<file path="src/rtl/dual_trig_pkg.sv">
package dual_trig_pkg;

  localparam int NUM_TMR = 2;
  localparam int SET_IDX = 0;
  localparam int CLR_IDX = 1;

  // strobes from control to datapath
  typedef struct packed {
    logic load;   // capture reload inputs into both timers
    logic run;    // timers count this cycle
  } trigStrobe_t;

  // events from datapath to control
  typedef struct packed {
    logic setHit;
    logic clrHit;
  } trigEvent_t;

endpackage

</file>
<file path="src/rtl/dtt_timer.sv">
module dtt_timer #(
  parameter int CNT_W = 16
) (
  input  logic             clk,
  input  logic             rstN,
  input  logic             load,
  input  logic             run,
  input  logic [CNT_W-1:0] reloadIn,
  output logic             hit
);

  localparam logic [CNT_W-1:0] ZERO = '0;
  localparam logic [CNT_W-1:0] ONE  = CNT_W'(1);

  logic [CNT_W-1:0] count;
  logic [CNT_W-1:0] heldReload;
  logic             atZero;

  assign atZero = (count == ZERO);
  assign hit    = run && atZero;

  always_ff @(posedge clk or negedge rstN) begin
    if (!rstN) begin
      count      <= ZERO;
      heldReload <= ZERO;
    end else if (load) begin
      count      <= reloadIn;
      heldReload <= reloadIn;
    end else if (run) begin
      if (atZero) count <= heldReload;
      else        count <= count - ONE;
    end
  end

endmodule

</file>
<file path="src/rtl/dtt_datapath.sv">
module dtt_datapath
  import dual_trig_pkg::*;
#(
  parameter int CNT_W = 16
) (
  input  logic                            clk,
  input  logic                            rstN,
  input  trigStrobe_t                     strb,
  input  logic [NUM_TMR-1:0][CNT_W-1:0]   reloads,
  output trigEvent_t                      evt
);

  logic [NUM_TMR-1:0] hits;

  for (genvar i = 0; i < NUM_TMR; i++) begin : g_tmr
    dtt_timer #(.CNT_W(CNT_W)) u_tmr (
      .clk      (clk),
      .rstN     (rstN),
      .load     (strb.load),
      .run      (strb.run),
      .reloadIn (reloads[i]),
      .hit      (hits[i])
    );
  end

  assign evt.setHit = hits[SET_IDX];
  assign evt.clrHit = hits[CLR_IDX];

endmodule

</file>
<file path="src/rtl/dtt_control.sv">
module dtt_control
  import dual_trig_pkg::*;
(
  input  logic        clk,
  input  logic        rstN,
  input  logic        enable,
  input  trigEvent_t  evt,
  output trigStrobe_t strb,
  output logic        trigger,
  output logic        convStart
);

  logic armed;
  logic trigQ;

  always_ff @(posedge clk or negedge rstN) begin
    if (!rstN) begin
      armed <= 1'b0;
      trigQ <= 1'b0;
    end else begin
      armed <= enable;
      trigQ <= trigger;
    end
  end

  always_comb begin
    strb.run  = enable && armed;
    strb.load = !(enable && armed);
  end

  // single-state Mealy: set beats clear, otherwise hold
  always_comb begin
    trigger = 1'b0;
    if (strb.run) begin
      if (evt.setHit)      trigger = 1'b1;
      else if (evt.clrHit) trigger = 1'b0;
      else                 trigger = trigQ;
    end
  end

  assign convStart = trigger && !trigQ;

endmodule

</file>
<file path="src/rtl/dual_timer_trigger.sv">
module dual_timer_trigger
  import dual_trig_pkg::*;
#(
  parameter int CNT_W = 16
) (
  input  logic             clk,
  input  logic             rstN,
  input  logic             enable,
  input  logic [CNT_W-1:0] setReload,
  input  logic [CNT_W-1:0] clrReload,
  output logic             trigger,
  output logic             convStart
);

  trigStrobe_t                   strb;
  trigEvent_t                    evt;
  logic [NUM_TMR-1:0][CNT_W-1:0] reloads;

  always_comb begin
    reloads[SET_IDX] = setReload;
    reloads[CLR_IDX] = clrReload;
  end

  dtt_datapath #(.CNT_W(CNT_W)) u_dp (
    .clk     (clk),
    .rstN    (rstN),
    .strb    (strb),
    .reloads (reloads),
    .evt     (evt)
  );

  dtt_control u_ctl (
    .clk       (clk),
    .rstN      (rstN),
    .enable    (enable),
    .evt       (evt),
    .strb      (strb),
    .trigger   (trigger),
    .convStart (convStart)
  );

endmodule

</file>
<file path="config.mk">
export PLATFORM = sky130hd
export DESIGN_NAME = dual_timer_trigger
export DESIGN_NICKNAME = d
export VERILOG_FILES = /design/src/rtl/dual_trig_pkg.sv /design/src/rtl/dtt_timer.sv /design/src/rtl/dtt_datapath.sv /design/src/rtl/dtt_control.sv /design/src/rtl/dual_timer_trigger.sv
export SDC_FILE = /design/constraint.sdc
export NUM_CORES = 1
export LEC_CHECK = 0
export ABC_AREA = 1
export BUFFER_PORTS_ARGS = -buffer_cell sky130_fd_sc_hd__buf_2
export CELL_PAD_IN_SITES_DETAIL_PLACEMENT = 1
export CELL_PAD_IN_SITES_GLOBAL_PLACEMENT = 2
export CORE_MARGIN = 2
export CORE_UTILIZATION = 31
export CTS_CLUSTER_SIZE = 16
export DETAILED_ROUTE_END_ITERATION = 16
export PLACE_DENSITY_LB_ADDON = 0.1
export SYNTH_ARGS = -nofsm -noshare
export SYNTH_HDL_FRONTEND = slang
export SYNTH_HIERARCHICAL = 1
export SYNTH_SLANG_ARGS = --single-unit
</file>
<file path="constraint.sdc">
create_clock -name clk -period 1.6 [get_ports clk]
set_clock_uncertainty 0.2 [all_clocks]
set_input_delay 0.16 -clock clk [delete_from_list [all_inputs] [get_ports clk]]
set_output_delay 0.16 -clock clk [all_outputs]
set_load 0.005 [all_outputs]
</file>
==> results.yml <==
logic_synthesis:
  yosysUniqueCellTypes: 33
  yosys.area.top_type: "dfrtp_1"
  yosys-top-cells-count: "nand2_1, dfrtp_1, inv_1, nor2_1, nand3_1"
  synth_area_mm2: 0.00413
  synth-seq-cells: 66
  async_flop_share_pct: 100
  yosys_warnings: 6
  synth_seq_area_share_pct: 40.0
  synthTopCellsByArea: "dfrtp_1, nand2_1, inv_1"
  synth_edf_count: 0
  syn_inst: 575
  syn_area_per_cell_um2: 7.18
  synth_most_common_cell: "nand2_1"
  synth_flop_cell: "dfrtp_1"
  syn_nets: 614
  synth_top_area_share_pct: 40.0
power_and_ir_drop:
  p_sw_mw: 1.69
  p_comb_share_pct: 27.6
  finalPower_mw: 5.71
  seqPwrFrac_pct: 34.0
  power_density_mw_per_mm2: 862
  power.internal_mw: 4.03
  sw_frac_of_total_pct: 29.5
  clkPwrFrac_pct: 38.3
  vdd_drop_max_uv: 403
  p_leak_nw: 3.33
timing:
  report.final.slew_viol_count: 0
  finalSetupViolations: 34
  min_period_ns: 1.97
  period_share_pct: 123
  rsz0062_at_grt: "yes"
  finalHoldWorstSlack_ns: 0.182
  final-hold-violation-count: 0
  worstMarginPinSlew_ns: 0.388
  worst_slack_ns: -0.371
  relSlewSlack_pct: 74.2
  fmax_mhz: 507
global_routing:
  grt.total_usage_pct: 21.4
  grt_max_degree: 67
  grt_overflow: 0
  grt_pass1_wl_um: 23800
  first_global_vias: 4915
  antenna_found_initial: 0
status:
  status: "finished with violations"
  violations: "setup timing"
setup_path:
  crit_path_end_kind: "output pin"
  critical_path_class: "register to output pin"
  crit_arrival_ns: 1.61
  cp-start-kind: "register"
  required_ns: 1.24
  ff2ff_setup_slack_ns: -0.33
  worstPathMaxFanout: 2
route:
  drc_errors: 0
  initialDrtViolationCount: 115
  wire_per_inst_um: 15.5
  drtPass1Iterations: 4
  routed_wl_um: 14500
  via_per_inst: 4.73
  ant_nets: 0
  vias: 4433
place:
  routabilityCongestion: 0.788
  hpwlAfterDp_um: 9570
  port-buffer-count: 36
  dpl-instance-area_mm2: 0.00512
final_layout:
  diodes: 0
  nFillCells: 1585
  multi_input_area_mm2: 0.00264
  fin_nets: 797
  areaGrowthSynthToFinish_pct: 60.6
  regArea_mm2: 0.00166
  final_area_mm2: 0.00663
  drive_above_1_share_pct: 40.6
clock_network:
  cts_inserted_buffers: 9
  cts-htree-levels: 3
  clkSinkCount: 66
  clock_latency_ns: 0.34
  path_clk_slew_ns: 0.05
  cts_tree: "done"
  cts_root_buf: "clkbuf_16"
  ctsLongestPathBuffers: 2
floorplanning:
  fp.coreArea_mm2: 0.0131
  row_count: 42
  die_y_um: 119
  start_util_pct: 31.4
  die_width_um: 119
  die-area_mm2: 0.0143
  ios: 37
flow_run:
  cap_violations: 0
worst_hold_path:
  hp-class: "input pin to register"
[what timing repair did]
item / in CTS / in global routing
hold buffers: 34 / 0
gates resized for setup: 92 / 65
pin swaps: 30 / 39
cloned: 1 / 1
hold endpoints to repair: 129 / 0
setup endpoints to repair: 35 / 34
setup buffers: 24 / 16
[cells by family after synthesis]
| group | after synthesis | share of synthesized area [%] |
|---|---|---|
| AND/OR/NAND/NOR | 346 | 38.6 |
| XOR/XNOR | 5 | 1.06 |
| flip-flops | 66 | 40.0 |
| buffers and inverters | 81 | 8.27 |
| AO/OA/AOI/OAI | 73 | 10.9 |
| adder cells (fa/ha/maj) | 4 | 1.21 |
[per-layer routing]
metal / track usage, % / vias to the layer above / routed length (µm)
met5: 0 / - / 0
met4: 8.46 / 0 / 289
met3: 2.78 / 21 / 239
met2: 41.2 / 43 / 8040
met1: 23.7 / 2171 / 5980
li1: - / 2198 / -
[through the flow]
step | setup slack [ns] | cells | util (%) | TNS, ns
6_report | -0.371 | 938 | 50.5 | -7.77
5_1_grt | -0.461 | 938 | 50.5 | -10.64
4_1_cts | -0.400 | 926 | 47.9 | -4.13
3_5_place_dp | -0.249 | 853 | 39.0 | -4.62
3_3_place_gp | -0.252 | 853 | 39.0 | -4.22
2_1_floorplan | -0.0675 | 575 | - | -0.125
[power groups by stage]
stage / Clock (mW) / Sequential [mW] / Combinational, mW
4_1_cts: 2.25 / 1.94 / 1.47
3_3_place_gp: 0 / 1.96 / 1.15
2_1_floorplan: 0 / 1.97 / 0.610
5_1_grt: 2.32 / 1.96 / 1.74
3_5_place_dp: 0 / 1.96 / 1.17
6_report: 2.19 / 1.94 / 1.58
[worst max-delay path, cell delays in order, from the launching register on]
cell and delay, ns:
dfrtp_1 0.39, nor2_2 0.18, nand2_1 0.11, inv_1 0.11
nand3_4 0.09, nor2_4 0.10, inv_2 0.04, a21oi_2 0.12
buf_2 0.13
[final timing paths]
check                      cells past startpoint                                 to                               from
setup / recovery                               8                            trigger      u_dp/g_tmr[0].u_tmr/count[12]
hold / removal                                 4                        u_ctl/trigQ                             enable
setup reg to reg                              11       u_dp/g_tmr[0].u_tmr/count[3]      u_dp/g_tmr[0].u_tmr/count[12]
hold reg to reg                                2  u_dp/g_tmr[0].u_tmr/heldReload[7]  u_dp/g_tmr[0].u_tmr/heldReload[7]
max in group asynchronous                      3       u_dp/g_tmr[0].u_tmr/count[3]                               rstN
min in group asynchronous                      3  u_dp/g_tmr[1].u_tmr/heldReload[2]                               rstN
[flip-flops by register name (all words and copies together) (netlist names)]
name	count
u_dp/g_tmr.u_tmr/heldReload	32
u_ctl/armed	1
u_dp/g_tmr.u_tmr/count	32
u_ctl/trigQ	1
[cells in the final DEF (no fill, tap or decap), types with 2 or more instances in the layout]
cell type      synthesis  layout
buf_12                 0       4
nand3_4                2       3
nor2_1                62      39
buf_2                  6      36
nand2_8                0       2
nor2_2                 4      12
ha_4                   0       4
o21ai_2                2       5
a21oi_1               24      21
xor2_1                 4       4
buf_6                  3      18
bufinv_16              0       2
dfrtp_1               66      63
nand2_2                5      21
nand4_1               13      13
dlygate4sd3_1          0      34
buf_4                  2      95
o21ai_0               23      14
o21ai_4                0       2
a21boi_0               9       9
o211ai_2               2       2
nand2_1              196     169
nor2_4                 6      21
clkbuf_8               0       2
inv_2                  0       8
nand3_2               10      29
clkbuf_1               6       2
inv_1                 62      53
nand2_4                2      12
nand3_1               42      22
dfrtp_2                0       3
a21oi_2               10      12
o21ai_1                2       6
clkbuf_16              0      10
[layout make-up]
| cell class | count | area share, % |
|---|---|---|
| multi-input cells | 429 | 39.8 |
| well taps | 176 | 3.32 |
| clock inverters | 2 | 0.906 |
| inverters | 63 | 3.62 |
| flip-flops and latches | 66 | 25.0 |
| repair buffers | 189 | 23.5 |
| clock buffers | 13 | 3.92 |
No activity file was read; power rests on OpenSTA's default activity.
